===== src/rtl/dlx_pkg.sv =====
package dlx_pkg;
  localparam int unsigned TS_W      = 5;
  localparam int unsigned POS_W     = 3;
  localparam int unsigned SLOT_BITS = 1 << POS_W;

  typedef struct packed {
    logic                 even_en;
    logic                 odd_en;
    logic                 ovr_en;
    logic [TS_W-1:0]      slot;
    logic [SLOT_BITS-1:0] mask;
  } link_cfg_t;
endpackage


===== src/rtl/dlx_frame_pos.sv =====
module dlx_frame_pos
  import dlx_pkg::*;
#(
  parameter int unsigned OVR_SLOT = 16
) (
  input  logic                 bit_en,
  input  logic                 frame_lsb,
  input  logic [TS_W-1:0]      ts_num,
  input  logic [POS_W-1:0]     bit_pos,
  output logic                 frame_start,
  output logic                 odd_frame,
  output logic [SLOT_BITS-1:0] pos_sel,
  output logic                 ovr_slot
);
  localparam logic [POS_W-1:0] LAST_POS = POS_W'(SLOT_BITS - 1);

  always_comb begin
    frame_start = bit_en && (ts_num == '0) && (bit_pos == '0);
    odd_frame   = frame_lsb;
    ovr_slot    = (ts_num == TS_W'(OVR_SLOT));
    pos_sel     = '0;
    pos_sel[LAST_POS - bit_pos] = 1'b1;
  end
endmodule


===== src/rtl/dlx_link_match.sv =====
module dlx_link_match
  import dlx_pkg::*;
#(
  parameter int unsigned OVR_SLOT = 16
) (
  input  logic                 clk,
  input  logic                 rst_n,
  input  logic                 frame_start,
  input  logic                 bit_en,
  input  logic                 odd_frame,
  input  logic                 ovr_slot,
  input  logic [TS_W-1:0]      ts_num,
  input  logic [SLOT_BITS-1:0] pos_sel,
  input  link_cfg_t            live_cfg,
  output logic                 hit
);
  link_cfg_t shadow_q;
  link_cfg_t shadow_d;
  logic      par_ok;
  logic      slot_ok;
  logic      bit_ok;

  always_comb begin
    shadow_d = frame_start ? live_cfg : shadow_q;
  end

  always_ff @(posedge clk or negedge rst_n) begin
    if (!rst_n) begin
      shadow_q <= '0;
    end else if (frame_start) begin
      shadow_q <= shadow_d;
    end
  end

  always_comb begin
    par_ok  = odd_frame ? shadow_d.odd_en : shadow_d.even_en;
    slot_ok = (ts_num == shadow_d.slot);
    bit_ok  = |(shadow_d.mask & pos_sel);
    if (shadow_d.ovr_en) begin
      hit = bit_en && ovr_slot;
    end else begin
      hit = bit_en && par_ok && slot_ok && bit_ok;
    end
  end

  AST_OVR_SLOT16: assert property (@(posedge clk) disable iff (!rst_n)
    (hit && shadow_d.ovr_en) |-> (ts_num == TS_W'(OVR_SLOT)));

  AST_SHADOW_HOLD: assert property (@(posedge clk) disable iff (!rst_n)
    !frame_start |=> $stable(shadow_q));
endmodule


===== src/rtl/dlx_out_stage.sv =====
module dlx_out_stage #(
  parameter int unsigned N_LINKS = 3,
  parameter int unsigned SEL_W   = 2
) (
  input  logic               clk,
  input  logic               rst_n,
  input  logic               frame_start,
  input  logic               bit_en,
  input  logic               rx_bit,
  input  logic [SEL_W-1:0]   live_sel,
  input  logic               live_off,
  input  logic [N_LINKS-1:0] link_hit,
  output logic               dl_bit,
  output logic               dl_valid
);
  logic [SEL_W-1:0] sel_q;
  logic [SEL_W-1:0] sel_d;
  logic             off_q;
  logic             off_d;
  logic             pick;
  logic             valid_d;
  logic             bit_d;

  always_comb begin
    sel_d = frame_start ? live_sel : sel_q;
    off_d = frame_start ? live_off : off_q;
    pick  = 1'b0;
    for (int i = 0; i < int'(N_LINKS); i++) begin
      if (sel_d == SEL_W'(i)) begin
        pick = link_hit[i];
      end
    end
    valid_d = bit_en && !off_d && pick;
    bit_d   = valid_d && rx_bit;
  end

  always_ff @(posedge clk or negedge rst_n) begin
    if (!rst_n) begin
      sel_q <= '0;
      off_q <= 1'b1;
    end else if (frame_start) begin
      sel_q <= sel_d;
      off_q <= off_d;
    end
  end

  always_ff @(posedge clk or negedge rst_n) begin
    if (!rst_n) begin
      dl_valid <= 1'b0;
      dl_bit   <= 1'b0;
    end else begin
      dl_valid <= valid_d;
      dl_bit   <= bit_d;
    end
  end

  AST_OFF_QUIET: assert property (@(posedge clk) disable iff (!rst_n)
    (off_q && !frame_start) |=> !dl_valid);

  AST_SEL_NONE: assert property (@(posedge clk) disable iff (!rst_n)
    ((32'(sel_q) >= N_LINKS) && !frame_start) |=> !dl_valid);

  AST_VALID_STROBE: assert property (@(posedge clk) disable iff (!rst_n)
    dl_valid |-> $past(bit_en));

  AST_BIT_FOLLOW: assert property (@(posedge clk) disable iff (!rst_n)
    dl_valid |-> (dl_bit == $past(rx_bit)));
endmodule


===== src/rtl/e1_dlink_extract.sv =====
module e1_dlink_extract
  import dlx_pkg::*;
#(
  parameter int unsigned N_LINKS  = 3,
  parameter int unsigned OVR_SLOT = 16,
  parameter int unsigned SEL_W    = 2
) (
  input  logic                           clk,
  input  logic                           rst_n,
  input  logic                           bit_en,
  input  logic                           rx_bit,
  input  logic                           frame_lsb,
  input  logic [TS_W-1:0]                ts_num,
  input  logic [POS_W-1:0]               bit_pos,
  input  logic [SEL_W-1:0]               link_sel,
  input  logic                           path_off,
  input  logic [N_LINKS-1:0]             cfg_even,
  input  logic [N_LINKS-1:0]             cfg_odd,
  input  logic [N_LINKS-1:0]             cfg_ovr,
  input  logic [N_LINKS*TS_W-1:0]        cfg_slot,
  input  logic [N_LINKS*SLOT_BITS-1:0]   cfg_mask,
  output logic                           dl_bit,
  output logic                           dl_valid
);
  logic                 frame_start;
  logic                 odd_frame;
  logic                 ovr_slot;
  logic [SLOT_BITS-1:0] pos_sel;
  logic [N_LINKS-1:0]   link_hit;

  dlx_frame_pos #(.OVR_SLOT(OVR_SLOT)) u_pos (
    .bit_en      (bit_en),
    .frame_lsb   (frame_lsb),
    .ts_num      (ts_num),
    .bit_pos     (bit_pos),
    .frame_start (frame_start),
    .odd_frame   (odd_frame),
    .pos_sel     (pos_sel),
    .ovr_slot    (ovr_slot)
  );

  for (genvar g = 0; g < int'(N_LINKS); g++) begin : g_link
    link_cfg_t live_c;
    assign live_c = '{
      even_en: cfg_even[g],
      odd_en:  cfg_odd[g],
      ovr_en:  cfg_ovr[g],
      slot:    cfg_slot[g*TS_W +: TS_W],
      mask:    cfg_mask[g*SLOT_BITS +: SLOT_BITS]
    };

    dlx_link_match #(.OVR_SLOT(OVR_SLOT)) u_match (
      .clk         (clk),
      .rst_n       (rst_n),
      .frame_start (frame_start),
      .bit_en      (bit_en),
      .odd_frame   (odd_frame),
      .ovr_slot    (ovr_slot),
      .ts_num      (ts_num),
      .pos_sel     (pos_sel),
      .live_cfg    (live_c),
      .hit         (link_hit[g])
    );
  end

  dlx_out_stage #(.N_LINKS(N_LINKS), .SEL_W(SEL_W)) u_out (
    .clk         (clk),
    .rst_n       (rst_n),
    .frame_start (frame_start),
    .bit_en      (bit_en),
    .rx_bit      (rx_bit),
    .live_sel    (link_sel),
    .live_off    (path_off),
    .link_hit    (link_hit),
    .dl_bit      (dl_bit),
    .dl_valid    (dl_valid)
  );

  AST_RESET_QUIET: assert property (@(posedge clk) disable iff (!rst_n)
    (!$past(rst_n)) |-> !dl_valid);
endmodule


===== config.mk =====
export PLATFORM = sky130hd
export DESIGN_NAME = e1_dlink_extract
export DESIGN_NICKNAME = d
export VERILOG_FILES = /design/src/rtl/dlx_pkg.sv /design/src/rtl/dlx_frame_pos.sv /design/src/rtl/dlx_link_match.sv /design/src/rtl/dlx_out_stage.sv /design/src/rtl/e1_dlink_extract.sv
export SDC_FILE = /design/constraint.sdc
export NUM_CORES = 1
export LEC_CHECK = 0
export ABC_AREA = 1
export BUFFER_PORTS_ARGS = -buffer_cell sky130_fd_sc_hd__buf_2
export CAP_MARGIN = 30
export CORE_MARGIN = 5
export CORE_UTILIZATION = 40
export CTS_CLUSTER_DIAMETER = 200
export CTS_CLUSTER_SIZE = 28
export DETAILED_ROUTE_END_ITERATION = 10
export SYNTH_ARGS = -nofsm -noshare
export SYNTH_HDL_FRONTEND = slang
export SYNTH_SLANG_ARGS = --single-unit
export TNS_END_PERCENT = 30

===== constraint.sdc =====
create_clock -name clk -period 1.3 [get_ports clk]
set_input_delay 0.13 -clock clk [delete_from_list [all_inputs] [get_ports clk]]
set_output_delay 0.13 -clock clk [all_outputs]
set_load 0.005 [all_outputs]

==> results of run 1 <==
-- tightest hold or removal path: stages --
cell and delay (ns):
sky130_fd_sc_hd__buf_2 0.09, sky130_fd_sc_hd__inv_1 0.05, sky130_fd_sc_hd__nor2_2 0.03
-- layout by cell type (no fill, tap or decap), types with 4 or more instances in the layout --
master and count:
sky130_fd_sc_hd__nand2_1 140, sky130_fd_sc_hd__buf_2 66, sky130_fd_sc_hd__buf_4 66, sky130_fd_sc_hd__dfrtp_1 52, sky130_fd_sc_hd__inv_1 50, sky130_fd_sc_hd__nand3_1 49, sky130_fd_sc_hd__nor2_1 12, sky130_fd_sc_hd__inv_2 9
sky130_fd_sc_hd__and2_1 9, sky130_fd_sc_hd__nor3_1 7, sky130_fd_sc_hd__o21ai_2 7, sky130_fd_sc_hd__nand3b_1 6, sky130_fd_sc_hd__nand3_2 6, sky130_fd_sc_hd__nand4_1 6, sky130_fd_sc_hd__clkbuf_8 6, sky130_fd_sc_hd__nand2_2 5
sky130_fd_sc_hd__o21ai_0 5, sky130_fd_sc_hd__nand2_4 4, sky130_fd_sc_hd__buf_12 4
-- power groups by stage --
stage               registers (uW)  clock network (uW)  logic (uW)
floorplan                     1770                   0         257
global placement              1780                   0         583
detailed placement            1780                   0         589
CTS                           1750                1030         598
global route                  1760                1100         697
finish                        1750                 998         625
-- area by class of cell --
cell class,count,area share (%)
Inverter,60,5.52
Sequential cell,53,31.8
Clock buffer,6,1.98
Tap cell,99,2.97
Multi-Input combinational cell,278,34.1
Clock inverter,2,0.330
Timing Repair Buffer,141,23.4
-- layer usage --
layer	part of all wire, %	GRT usage (%)	vias to the layer above
met4	1.1	4.91	0
met5	0	0	-
met3	3.1	2.87	10
met1	48	26.5	1379
met2	48	29.4	55
li1	-	-	1534
-- path summary, 6_finish.rpt --
kind,startpoint,slack (ns),to,cells after the start
min in group asynchronous,rst_n,0.32,g_link[1].u_match.shadow_q[5]$_DFFE_PN0N_,3
hold reg to reg,g_link[1].u_match.shadow_q[7]$_DFFE_PN0N_,0.48,g_link[1].u_match.shadow_q[7]$_DFFE_PN0N_,2
setup reg to reg,g_link[1].u_match.shadow_q[1]$_DFFE_PN0N_,-0.11,u_out.dl_valid$_DFF_PN0_,11
setup / recovery,bit_pos[1],-0.30,u_out.dl_bit$_DFF_PN0_,17
max in group asynchronous,rst_n,0.66,u_out.off_q$_DFFE_PN1N_,3
hold / removal,rx_bit,0.03,u_out.dl_bit$_DFF_PN0_,3
-- registers in the layout, summed over array words and instances, names as in the netlist --
| register | flops |
|---|---|
| u_out.sel_q | 2 |
| u_out.off_q | 1 |
| u_out.dl_valid | 1 |
| u_out.dl_bit | 1 |
| g_link.u_match.shadow_q | 48 |
-- per-stage QoR --
| step | setup TNS, ns | std cells | worst slack (ns) | instance area, um2 | util, % |
|---|---|---|---|---|---|
| 6_report | -0.585 | 639 | -0.305 | 4170 | 57.5 |
| 3_5_place_dp | -1.72 | 619 | -0.619 | 3850 | 53.1 |
| 3_3_place_gp | -1.67 | 619 | -0.600 | 3850 | 53.1 |
| 5_1_grt | -0.855 | 639 | -0.439 | 4170 | 57.5 |
| 2_1_floorplan | -0.366 | 400 | -0.186 | 3000 | - |
| 4_1_cts | -0.465 | 628 | -0.238 | 3980 | 54.9 |
-- cells by family (layout without fill, tap and decap cells) --
logic type      count (synthesis)  in the layout  synth area share [%]
simple gates                  253            256                  39.3
buf+inv                        72            209                  11.2
flops                          53             53                  44.4
compound gates                 21             21                  4.82
xor+xnor                        1              1                 0.293
-- what timing repair did --
item / 4_1_cts / 5_1_grt
hold buffers: 1 / 0
resized for setup: 5 / 20
setup endpoints to repair: 2 / 2
pin swaps: 1 / 8
cloned: 0 / 5
buffers inserted: 0 / 6
hold endpoints to repair: 52 / 0
==> metrics.log, run 1 <==
INFO  metric yosysUniqueCellTypes = 34
INFO  metric area_of_the_die = roughly 0.0093 mm2
INFO  metric async_reset_ff_share = between 90% and 100%
INFO  metric layout_worst_path_cycle_share = 123%
INFO  metric standard_cell_rows = 31
INFO  metric post-synth-top-area-fraction = around 44%
INFO  metric wire_length_per_cell_after_detailed_routing = between 10 and 15 um
INFO  metric power.total = ~3400 uW
INFO  metric die-width = between 90 and 100 um
INFO  metric clock_power_share = between 20 and 30%
INFO  metric area_taken_by_flip_flops_and_latches = 0.00133 mm2
INFO  metric cts_tree = yes
INFO  metric crit_chain = buf_2, nor2_4, nand2_4, nor2_8, buf_12, buf_4, nand3_1, nand2_2, nand2_1, nand4_1, or2_1, nand3_1, nand2_1, nand2_1, nand2_1, nand2_2, nor2_2
INFO  metric share_of_power_burned_in_registers = between 50% and 60%
INFO  metric yosys.cell_count.top_type = sky130_fd_sc_hd__nand2_1
INFO  metric route.vias.total = a little under 3000
INFO  metric grt_util_all_layers = 18.6%
INFO  metric comb_power_share = 18.5%
INFO  metric grt_start_max_net_pins = between 50 and 60
INFO  metric detailedRoute.firstPassIterationCount = 4
INFO  metric area_growth_from_synthesis_to_final_layout = 39.8%
INFO  metric cts_buffers = 5
INFO  metric postSynth.topFlopCell = sky130_fd_sc_hd__dfrtp_1
INFO  metric period_minus_slack = between 1.5 and 2 ns
INFO  metric synth-seq-cells = between 50 and 60
INFO  metric die_height = around 96 um
INFO  metric setup.worst_path.start_class = input pin
INFO  metric p_per_area = 807 mW/mm2
INFO  metric p_sw_share = about 27%
INFO  metric rsz_0062_raised_after_global_routing = true
INFO  metric critical-path-max-stage-delay = between 0.2 and 0.3 ns
INFO  metric number_of_nets_produced_by_synthesis = 464
INFO  metric yosys_warning_count = 0
INFO  metric footprint_of_the_multi_input_gates = between 0.001 and 0.0015 mm2
INFO  metric antenna-diode-count = 0
INFO  metric cts.sink_count = 53
INFO  metric top_level_port_count = 66
INFO  metric worst_setup_hold_path_clk_slew = 0.10 ns
INFO  metric synth_area_leader_cell = sky130_fd_sc_hd__dfrtp_1
INFO  metric vias_per_cell = approximately 4.7
INFO  metric critPathMostFrequentCell = sky130_fd_sc_hd__nand2_1
INFO  metric postSynthCellCount = 400
INFO  metric clk-insertion-delay-late = 0.31 ns
INFO  metric detailedPlacementHpwl = between 6 and 7 mm
INFO  metric drive_gt1_share = 36.1%
INFO  metric fin_worst_hold_slack = around 0.026 ns
INFO  metric drc = 0
INFO  metric port_buffers = between 60 and 70
INFO  metric crit_type = input pin to flop
INFO  metric result_of_the_run = finished with violations
INFO  metric cellInternalPower = ~2400 uW
INFO  metric timing.critical_path.arrival = roughly 1.9 ns
INFO  metric max_cap_violations = 0
INFO  metric top_post_synthesis_cells_by_count = 142 x sky130_fd_sc_hd__nand2_1, 54 x sky130_fd_sc_hd__nand3_1, 52 x sky130_fd_sc_hd__dfrtp_1
INFO  metric cp_max_fo = 8
INFO  metric grt.overflow.total = 0
INFO  metric final-setup-viol-count = 2
INFO  metric grt_first_pass_wirelength = between 10 and 15 mm
INFO  metric fmax = between 0.6 and 0.7 GHz
INFO  metric critPathCaptureType = flop
INFO  metric crit_slowest_cell = sky130_fd_sc_hd__nor2_8
INFO  metric seq_area_frac_synth = roughly 44%
INFO  metric reported_leakage_power = between 0.002 and 0.0025 uW
INFO  metric antenna_left = 0
INFO  metric clk_path_buf_depth = 2
INFO  metric design.core.area = about 0.0073 mm2
INFO  metric vdd.ir_drop.worst = 0.000334 V
INFO  metric ranking_of_synthesized_cells_by_area = sky130_fd_sc_hd__dfrtp_1 44%, sky130_fd_sc_hd__nand2_1 18%, sky130_fd_sc_hd__nand3_1 9.0%, sky130_fd_sc_hd__inv_1 6.3%, sky130_fd_sc_hd__and2_1 1.9%
INFO  metric nNetsFinal = between 600 and 700
INFO  metric violations = negative setup slack
INFO  metric power.switching = a little over 900 uW
INFO  metric timing.slew.headroom = about 76%
INFO  metric timing_max_transition_violations_final = 0
INFO  metric clock-skew-final = around 0.0073 ns
INFO  metric cts-htree-levels = 2
INFO  metric initial_core_util = between 40 and 50%
INFO  metric hold_class = input pin to flop
INFO  metric worst_ep_required_time = between 1.5 and 2 ns
INFO  metric synth-edff-count = 0
INFO  metric tightestPinTransition = 0.358 ns
INFO  metric postSynthAreaPerCell = 7.47 um2
INFO  metric routabilityCongestion = 0.891
INFO  metric finalHoldViolations = 0
INFO  metric final.setup.worst_slack = -0.305 ns
INFO  metric path_delay_family = simple AND/OR/NAND/NOR gates
INFO  metric filler_cell_count = 700
INFO  metric number_of_global_route_vias_before_repair = between 2000 and 3000
INFO  metric mappedNetlistArea = 0.00299 mm2
INFO  metric drt-total-wl = a little under 9 mm
INFO  metric drt_first_iter_violations = roughly 160
INFO  metric clk_root_buffer_cell = sky130_fd_sc_hd__clkbuf_8
INFO  metric critPathBufInv = 3
INFO  metric antenna_found_initial = 0
Note: power is estimated with default switching activity, not from simulation.
==> inputs of run 2 (changes only) <==
ABC_AREA = unset   (was 1)
CORE_MARGIN = unset   (was 5)
==> run 2 against run 1 <==
  * The flow still finishes with violations (negative setup slack)
  * Worst hold slack got worse by 0.022 ns
  * Design area fell by 3.0%
  * Cell count fell by 14%
  * Highest routed layer unchanged
==> metrics.log, run 2 <==
INFO  metric drt-total-wl = 8.58 mm (was 8.76 mm)
INFO  metric top_level_port_count = 66 (unchanged)
INFO  metric final_cell_mix = 122 x sky130_fd_sc_hd__nand2_1, 64 x sky130_fd_sc_hd__buf_2, 60 x sky130_fd_sc_hd__buf_4 (was 140 x sky130_fd_sc_hd__nand2_1, 66 x sky130_fd_sc_hd__buf_2, 66 x sky130_fd_sc_hd__buf_4)
INFO  metric number_of_nets_produced_by_synthesis = 393 (was 464)
INFO  metric timing.slew.headroom = 77.3% (was 76.0%)
INFO  metric worst_setup_hold_path_clk_slew = 0.10 ns (about the same)
INFO  metric initial_core_util = 42.2% (was 41.2%)
INFO  metric route.vias.total = 2827 (was 2978)
INFO  metric drt_first_iter_violations = 114 (was 159)
INFO  metric fmax = 0.588 GHz (was 0.623 GHz)
INFO  metric final.setup.worst_slack = -0.399 ns (was -0.305 ns)
INFO  metric postSynth.topFlopCell = sky130_fd_sc_hd__dfrtp_1 (unchanged)
INFO  metric async_reset_ff_share = 100% (unchanged)
INFO  metric reported_leakage_power = 0.00209 uW (was 0.00236 uW)
INFO  metric grt_util_all_layers = 24.9% (was 18.6%)
INFO  metric setup_total_negative_slack = -1.01 ns (was -0.585 ns)
INFO  metric yosys_warning_count = 0 (unchanged)
INFO  metric antenna_left = 0 (unchanged)
INFO  metric period_minus_slack = 1.70 ns (was 1.60 ns)
INFO  metric drive_gt1_share = 37.4% (was 36.1%)
INFO  metric yosys.cell_count.top_type = sky130_fd_sc_hd__nand2_1 (unchanged)
INFO  metric xor_xnor_fraction_of_synth_area = 1.79% (was 0.293%)
INFO  metric number_of_flip_flops_in_the_largest_register = 48 (unchanged)
INFO  metric finalHoldViolations = 0 (unchanged)
INFO  metric grt.overflow.total = 0 (unchanged)
INFO  metric post-synth-top-area-fraction = 44.4% (was 43.6%)
INFO  metric vdd.ir_drop.worst = 0.000484 V (was 0.000334 V)
INFO  metric vias_per_cell = 5.16 (was 4.66)
INFO  metric wire_length_per_cell_after_detailed_routing = 15.6 um (was 13.7 um)
INFO  metric die_height = 87.6 um (was 96.4 um)
INFO  metric area_growth_from_synthesis_to_final_layout = 38.3% (was 39.8%)
INFO  metric clk_root_buffer_cell = sky130_fd_sc_hd__clkbuf_8 (unchanged)
INFO  metric final-setup-viol-count = 6 (was 2)
INFO  metric clk_path_buf_depth = 2 (unchanged)
INFO  metric design_area = 0.00405 mm2 (was 0.00417 mm2)
INFO  metric worst_ep_required_time = 1.52 ns (was 1.55 ns)
INFO  metric area_of_the_die = 0.00767 mm2 (was 0.00929 mm2)
INFO  metric tightestPinTransition = 0.338 ns (was 0.358 ns)
INFO  metric crit_type = input pin to flop (unchanged)
INFO  metric layout_top_registers = g_link.u_match.shadow_q: 48 flops, u_out.sel_q: 2 flops (unchanged)
INFO  metric p_sw_share = 27.5% (was 27.4%)
INFO  metric finalCoreUtilization = 58.3% (was 57.5%)
INFO  metric result_of_the_run = finished with violations (unchanged)
INFO  metric layout.cells.most_common = sky130_fd_sc_hd__nand2_1 (unchanged)
INFO  metric synth-edff-count = 0 (unchanged)
INFO  metric synth_area_leader_cell = sky130_fd_sc_hd__dfrtp_1 (unchanged)
INFO  metric cts_buffers = 5 (unchanged)
INFO  metric post_synth_mux_area_share = 8.54% (was 0%)
INFO  metric placement.setup.worst_slack = -0.796 ns (was -0.619 ns)
INFO  metric filler_cell_count = 629 (was 700)
INFO  metric max_cap_violations = 0 (unchanged)
INFO  metric comb_power_share = 19.0% (was 18.5%)
INFO  metric die-width = 87.6 um (was 96.4 um)
INFO  metric r2r.worst_path.cells = 5 (was 11)
INFO  metric design.core.area = 0.00694 mm2 (was 0.00725 mm2)
INFO  metric antenna_found_initial = 0 (unchanged)
INFO  metric clk-insertion-delay-late = 0.31 ns (about the same)
INFO  metric routabilityCongestion = 0.844 (was 0.891)
INFO  metric nNetsFinal = 515 (was 603)
INFO  metric timing_max_transition_violations_final = 0 (unchanged)
INFO  metric worst_hold_path.num_cells = 3 (unchanged)
INFO  metric ranking_of_synthesized_cells_by_area = sky130_fd_sc_hd__dfrtp_1 44%, sky130_fd_sc_hd__nand2_1 16%, sky130_fd_sc_hd__mux2i_1 3.4%, sky130_fd_sc_hd__mux2_2 2.7%, sky130_fd_sc_hd__o21ai_0 1.9% (was sky130_fd_sc_hd__dfrtp_1 44%, sky130_fd_sc_hd__nand2_1 18%, sky130_fd_sc_hd__nand3_1 9.0%, sky130_fd_sc_hd__inv_1 6.3%, sky130_fd_sc_hd__and2_1 1.9%)
INFO  metric drc = 0 (unchanged)
INFO  metric postSynthCellCount = 329 (was 400)
INFO  metric standard_cell_rows = 30 (was 31)
INFO  metric detailed_place.area = 0.00378 mm2 (was 0.00385 mm2)
INFO  metric clock-skew-final = 0.00598 ns (was 0.00726 ns)
INFO  metric synth-seq-cells = 53 (unchanged)
INFO  metric max_flop_register = g_link.u_match.shadow_q (unchanged)
INFO  metric critPathCaptureType = flop (unchanged)
INFO  metric rsz_0062_raised_after_global_routing = true (unchanged)
INFO  metric grt_first_pass_wirelength = 14.6 mm (was 13.4 mm)
INFO  metric detailedPlacementHpwl = 6.50 mm (was 6.27 mm)
INFO  metric power.switching = 916 uW (was 923 uW)
INFO  metric share_of_power_burned_in_registers = 53.3% (was 51.8%)
INFO  metric detailedRoute.firstPassIterationCount = 5 (was 4)
INFO  metric synth_fa_ha_area_share = 0% (unchanged)
INFO  metric p_per_area = 823 mW/mm2 (was 807 mW/mm2)
INFO  metric hold_class = input pin to flop (unchanged)
INFO  metric seq_area_frac_synth = 45.3% (was 44.4%)
INFO  metric mappedNetlistArea = 0.00293 mm2 (was 0.00299 mm2)
INFO  metric setup.worst_path.start_class = input pin (unchanged)
INFO  metric cp_max_fo = 5 (was 8)
INFO  metric largest_family_of_logic_cells_by_synthesized_area = simple AND/OR/NAND/NOR gates (unchanged)
INFO  metric footprint_of_the_multi_input_gates = 0.00158 mm2 (was 0.00142 mm2)
INFO  metric number_of_global_route_vias_before_repair = 3073 (was 2908)
INFO  metric cts.sink_count = 53 (unchanged)
INFO  metric violations = negative setup slack (unchanged)
INFO  metric synthSimpleGateAreaFrac = 25.2% (was 39.3%)
INFO  metric grt_start_max_net_pins = 54 (unchanged)
INFO  metric cell_count_final_fillers_out = 548 (was 639)
INFO  metric cellInternalPower = 2420 uW (was 2450 uW)
INFO  metric cts_tree = yes (unchanged)
INFO  metric top_post_synthesis_cells_by_count = 122 x sky130_fd_sc_hd__nand2_1, 52 x sky130_fd_sc_hd__dfrtp_1, 11 x sky130_fd_sc_hd__inv_1, 11 x sky130_fd_sc_hd__o21ai_0, 10 x sky130_fd_sc_hd__mux2i_1 (was 142 x sky130_fd_sc_hd__nand2_1, 54 x sky130_fd_sc_hd__nand3_1, 52 x sky130_fd_sc_hd__dfrtp_1)
INFO  metric synth_compound_area_share = 14.6% (was 4.82%)
INFO  metric timing.critical_path.arrival = 1.92 ns (was 1.86 ns)
INFO  metric cts-htree-levels = 2 (unchanged)
INFO  metric layout_worst_path_cycle_share = 131% (was 123%)
INFO  metric antenna-diode-count = 0 (unchanged)
INFO  metric placed_cells = 531 (was 619)
INFO  metric yosysUniqueCellTypes = 58 (was 34)
INFO  metric postSynthAreaPerCell = 8.90 um2 (was 7.47 um2)
INFO  metric area_taken_by_flip_flops_and_latches = 0.00133 mm2 (unchanged)
INFO  metric port_buffers = 65 (unchanged)
INFO  metric clock_power_share = 27.8% (was 29.6%)
[run 2: area by class of cell]
type | instances | share of cell area, %
clock buffers | 6 | 1.79
clock inverters | 2 | 0.247
inverters | 11 | 1.02
multi-input cells | 245 | 39.1
flip-flops and latches | 53 | 32.8
well taps | 96 | 2.97
repair buffers | 135 | 22.1
[run 2: power groups by stage]
| stage | clock network (uW) | registers, uW | logic [uW] |
|---|---|---|---|
| final | 926 | 1780 | 632 |
| after global placement | 0 | 1800 | 576 |
| after CTS | 951 | 1780 | 620 |
| after floorplan | 0 | 1800 | 255 |
| after global routing | 1020 | 1790 | 698 |
| after detailed placement | 0 | 1810 | 581 |
[run 2: worst paths after layout]
check | start | slack [ns] | end
max | ts_num[0] | -0.40 | u_out.dl_bit$_DFF_PN0_
min | cfg_mask[16] | 0.004 | g_link[2].u_match.shadow_q[0]$_DFFE_PN0N_
max reg2reg | g_link[1].u_match.shadow_q[8]$_DFFE_PN0N_ | -0.40 | u_out.dl_bit$_DFF_PN0_
min reg2reg | u_out.off_q$_DFFE_PN1N_ | 0.47 | u_out.off_q$_DFFE_PN1N_
max in group asynchronous | rst_n | 0.69 | u_out.off_q$_DFFE_PN1N_
min in group asynchronous | rst_n | 0.34 | g_link[0].u_match.shadow_q[2]$_DFFE_PN0N_
[run 2: per-layer routing]
metal  track usage (%)  share of wire (%)  up-vias
li1                  -                  -     1383
met1              34.2                 48     1353
met2              39.8                 46       77
met3              4.43                3.8       14
met4              8.49                2.0        0
met5                 0                  0        -
[run 2: kinds of logic after synthesis]
kind of cell / Yosys count
compound gates: 57
xor+xnor: 6
buf+inv: 31
flops: 53
mux: 20
simple gates: 162
[run 2: through the flow]
| stage | hold WS [ns] | power (uW) |
|---|---|---|
| 3_5_place_dp | 0.149 | 2390 |
| 4_1_cts | 0.0000358 | 3350 |
| 3_3_place_gp | 0.150 | 2380 |
| 2_1_floorplan | -0.166 | 2050 |
| 5_1_grt | 0.00205 | 3500 |
| 6_report | 0.00430 | 3330 |
[run 2: worst max-delay path, cell delays in order]
cell and delay (ns):
sky130_fd_sc_hd__buf_2 0.15, sky130_fd_sc_hd__or4b_4 0.57, sky130_fd_sc_hd__o41ai_4 0.24, sky130_fd_sc_hd__a21oi_2 0.11, sky130_fd_sc_hd__a2111oi_4 0.32, sky130_fd_sc_hd__a41oi_2 0.18
sky130_fd_sc_hd__nor4b_2 0.23
[run 2: what timing repair did]
item | CTS | global route
hold buffers | 7 | 0
gates resized for setup | 14 | 11
endpoints found under the setup margin | 4 | 9
setup buffers | 1 | 1
pin swaps | 13 | 1
endpoints found under the hold margin | 58 | 0
==> inputs of run 3 (changes only) <==
PLACE_DENSITY_LB_ADDON = 0.1   (was unset)
==> run 3 against run 2 <==
  * The run still ends with negative setup slack left
  * Via count up 0.78%
  * Worst hold slack better by 0.0019 ns
  * Critical endpoint unchanged
  * Sequential power about the same
  * Critical path depth down 1
  * Combinational power up 3.2%
  * Cell count up 0.91%
  * Critical path type is now flop to flop
  * Highest routed layer unchanged
==> metrics.log, run 3 (synthesis gave the netlist of run 2 again) <==
INFO  metric clk-insertion-delay-late = 0.31 ns (about the same)
INFO  metric hold_class = input pin to flop (unchanged)
INFO  metric comb_power_share = 17.4% (was 19.0%)
INFO  metric max_cap_violations = 0 (unchanged)
INFO  metric tightestPinTransition = 0.442 ns (was 0.338 ns)
INFO  metric top_level_port_count = 66 (unchanged)
INFO  metric crit_slowest_cell = sky130_fd_sc_hd__dfrtp_1 (was sky130_fd_sc_hd__or4b_4)
INFO  metric filler_cell_count = 633 (was 629)
INFO  metric area_growth_from_synthesis_to_final_layout = 42.7% (was 38.3%)
INFO  metric cts_buffers = 5 (unchanged)
INFO  metric max_flop_register = g_link.u_match.shadow_q (unchanged)
INFO  metric design.core.area = 0.00694 mm2 (unchanged)
INFO  metric clk_path_buf_depth = 2 (unchanged)
INFO  metric port_buffers = 65 (unchanged)
INFO  metric result_of_the_run = finished with violations (unchanged)
INFO  metric vias_per_cell = 5.15 (was 5.16)
INFO  metric reported_leakage_power = 0.00214 uW (was 0.00209 uW)
INFO  metric vdd.ir_drop.worst = 0.000397 V (was 0.000484 V)
INFO  metric standard_cell_rows = 30 (unchanged)
INFO  metric grt.overflow.total = 0 (unchanged)
INFO  metric worst_setup_hold_path_clk_slew = 0.10 ns (about the same)
INFO  metric area_of_the_die = 0.00767 mm2 (unchanged)
INFO  metric initial_core_util = 42.2% (unchanged)
INFO  metric drt-total-wl = 8.48 mm (was 8.58 mm)
INFO  metric grt_util_all_layers = 23.9% (was 24.9%)
INFO  metric clock-skew-final = 0.00658 ns (was 0.00598 ns)
INFO  metric power.total = 3750 uW (was 3330 uW)
INFO  metric final.setup.worst_slack = -0.457 ns (was -0.399 ns)
INFO  metric cts_tree = yes (unchanged)
INFO  metric detailedRoute.firstPassIterationCount = 4 (was 5)
INFO  metric drc = 0 (unchanged)
INFO  metric timing.slew.headroom = 70.2% (was 77.3%)
INFO  metric number_of_global_route_vias_before_repair = 2864 (was 3073)
INFO  metric worst_ep_required_time = 1.52 ns (about the same)
INFO  metric cp_max_fo = 3 (was 5)
INFO  metric reg2reg_setup_slack = -0.46 ns (was -0.40 ns)
INFO  metric grt_start_max_net_pins = 54 (unchanged)
INFO  metric footprint_of_the_multi_input_gates = 0.00160 mm2 (was 0.00158 mm2)
INFO  metric p_per_area = 896 mW/mm2 (was 823 mW/mm2)
INFO  metric grt_first_pass_wirelength = 14.0 mm (was 14.6 mm)
INFO  metric cts-htree-levels = 2 (unchanged)
INFO  metric drive_gt1_share = 38.1% (was 37.4%)
INFO  metric antenna-diode-count = 0 (unchanged)
INFO  metric timing_max_transition_violations_final = 0 (unchanged)
INFO  metric antenna_found_initial = 0 (unchanged)
INFO  metric detailedPlacementHpwl = 6.46 mm (was 6.50 mm)
INFO  metric routabilityCongestion = 0.909 (was 0.844)
INFO  metric finalCoreUtilization = 60.2% (was 58.3%)
INFO  metric clk_root_buffer_cell = sky130_fd_sc_hd__clkbuf_8 (unchanged)
INFO  metric critical-path-max-stage-delay = 0.41 ns (was 0.57 ns)
INFO  metric number_of_flip_flops_in_the_largest_register = 48 (unchanged)
INFO  metric fmax = 0.569 GHz (was 0.588 GHz)
INFO  metric cell_count_final_fillers_out = 553 (was 548)
INFO  metric drt_first_iter_violations = 138 (was 114)
INFO  metric critPathCaptureType = flop (unchanged)
INFO  metric final-setup-viol-count = 2 (was 6)
INFO  metric finalHoldViolations = 0 (unchanged)
INFO  metric die-width = 87.6 um (unchanged)
INFO  metric area_taken_by_flip_flops_and_latches = 0.00133 mm2 (unchanged)
INFO  metric period_minus_slack = 1.76 ns (was 1.70 ns)
INFO  metric final_cell_mix = 122 x sky130_fd_sc_hd__nand2_1, 63 x sky130_fd_sc_hd__buf_2, 63 x sky130_fd_sc_hd__buf_4 (was 122 x sky130_fd_sc_hd__nand2_1, 64 x sky130_fd_sc_hd__buf_2, 60 x sky130_fd_sc_hd__buf_4)
INFO  metric die_height = 87.6 um (unchanged)
INFO  metric crit_chain = a211oi_1, mux2i_1, buf_4, a41oi_1, a41oi_2, nor4b_2 (was buf_2, or4b_4, o41ai_4, a21oi_2, a2111oi_4, a41oi_2, nor4b_2)
INFO  metric cts.sink_count = 53 (unchanged)
INFO  metric nNetsFinal = 520 (was 515)
INFO  metric rsz_0062_raised_after_global_routing = true (unchanged)
INFO  metric violations = negative setup slack (unchanged)
INFO  metric layout_worst_path_cycle_share = 135% (was 131%)
INFO  metric clock_power_share = 35.2% (was 27.8%)
INFO  metric setup.worst_path.start_class = flop (was input pin)
INFO  metric layout_top_registers = g_link.u_match.shadow_q: 48 flops, u_out.sel_q: 2 flops (unchanged)
INFO  metric wire_length_per_cell_after_detailed_routing = 15.3 um (was 15.6 um)
INFO  metric antenna_left = 0 (unchanged)
INFO  metric timing.critical_path.arrival = 1.98 ns (was 1.92 ns)
INFO  metric cellInternalPower = 2820 uW (was 2420 uW)
INFO  metric route.vias.total = 2849 (was 2827)
INFO  metric p_sw_share = 24.6% (was 27.5%)
INFO  metric crit_type = flop to flop (was input pin to flop)
INFO  metric layout.cells.most_common = sky130_fd_sc_hd__nand2_1 (unchanged)
INFO  metric placed_cells = 535 (was 531)
INFO  metric power.switching = 923 uW (was 916 uW)
INFO  metric share_of_power_burned_in_registers = 47.4% (was 53.3%)
run 3: cell types whose count changed in the layout (fill, tap and decap cells not counted), sizes merged:
| cell | before | now |
|---|---|---|
| bufinv | 0 | 2 |
| buf | 128 | 132 |
| clkinvlp | 0 | 1 |
| clkbuf | 6 | 5 |
| clkinv | 2 | 1 |
| dlygate4sd3 | 7 | 8 |
| inv | 11 | 10 |
run 3: final cells by class:
type	instances	area share (%)
clock buffers	5	1.65
clock inverters	3	1.56
inverters	11	1.08
multi-input cells	245	38.3
flip-flops and latches	53	31.8
well taps	96	2.87
repair buffers	140	22.8
run 3: routing by layer:
layer	GRT usage, %	up-vias	part of all wire, %
li1	-	1399	-
met1	34.7	1336	47
met2	37.1	104	45
met3	4.15	10	6.0
met4	6.56	0	1.1
met5	0	-	0
run 3: path summary, 6_finish.rpt:
| kind | to | depth (start not counted) | start |
|---|---|---|---|
| setup / recovery | u_out.dl_bit$_DFF_PN0_ | 6 | u_out.sel_q[1]$_DFFE_PN0N_ |
| hold / removal | g_link[1].u_match.shadow_q[2]$_DFFE_PN0N_ | 3 | cfg_mask[10] |
| setup reg to reg | u_out.dl_bit$_DFF_PN0_ | 6 | u_out.sel_q[1]$_DFFE_PN0N_ |
| hold reg to reg | u_out.off_q$_DFFE_PN1N_ | 2 | u_out.off_q$_DFFE_PN1N_ |
| max in group asynchronous | u_out.off_q$_DFFE_PN1N_ | 3 | rst_n |
| min in group asynchronous | g_link[2].u_match.shadow_q[7]$_DFFE_PN0N_ | 3 | rst_n |
run 3: through the flow:
stage               hold WS [ns]  setup slack [ns]  setup TNS [ns]  cell area [um2]
floorplan                 -0.166            -0.727          -14.00             2970
global placement           0.147            -0.811           -9.25             3810
detailed placement         0.145            -0.878          -12.05             3810
CTS                    0.0000594            -0.441          -0.925             4100
global route             0.00609            -0.477          -0.916             4180
finish                   0.00617            -0.457          -0.890             4180
run 3: power by group through the flow:
stage / Clock [uW] / Combinational [uW] / Sequential, uW
2_1_floorplan: 0 / 255 / 1800
3_3_place_gp: 0 / 586 / 1800
3_5_place_dp: 0 / 588 / 1810
4_1_cts: 1340 / 632 / 1780
5_1_grt: 1420 / 716 / 1790
6_report: 1320 / 652 / 1780
run 3: repair_timing:
action / 4_1_cts / 5_1_grt
buffers inserted: 0 / 2
endpoints found under the setup margin: 4 / 8
resized for setup: 17 / 13
hold buffers: 8 / 0
pin swaps: 5 / 2
endpoints found under the hold margin: 59 / 0
run 3: critical path: cells and delay by family, from the launching register on:
family / cells / cell delay (ns)
multiplexers: 1 / 0.21
AO/OA/AOI/OAI: 3 / 0.65
buffers and inverters: 1 / 0.17
AND/OR/NAND/NOR: 1 / 0.22
flip-flops: 1 / 0.41
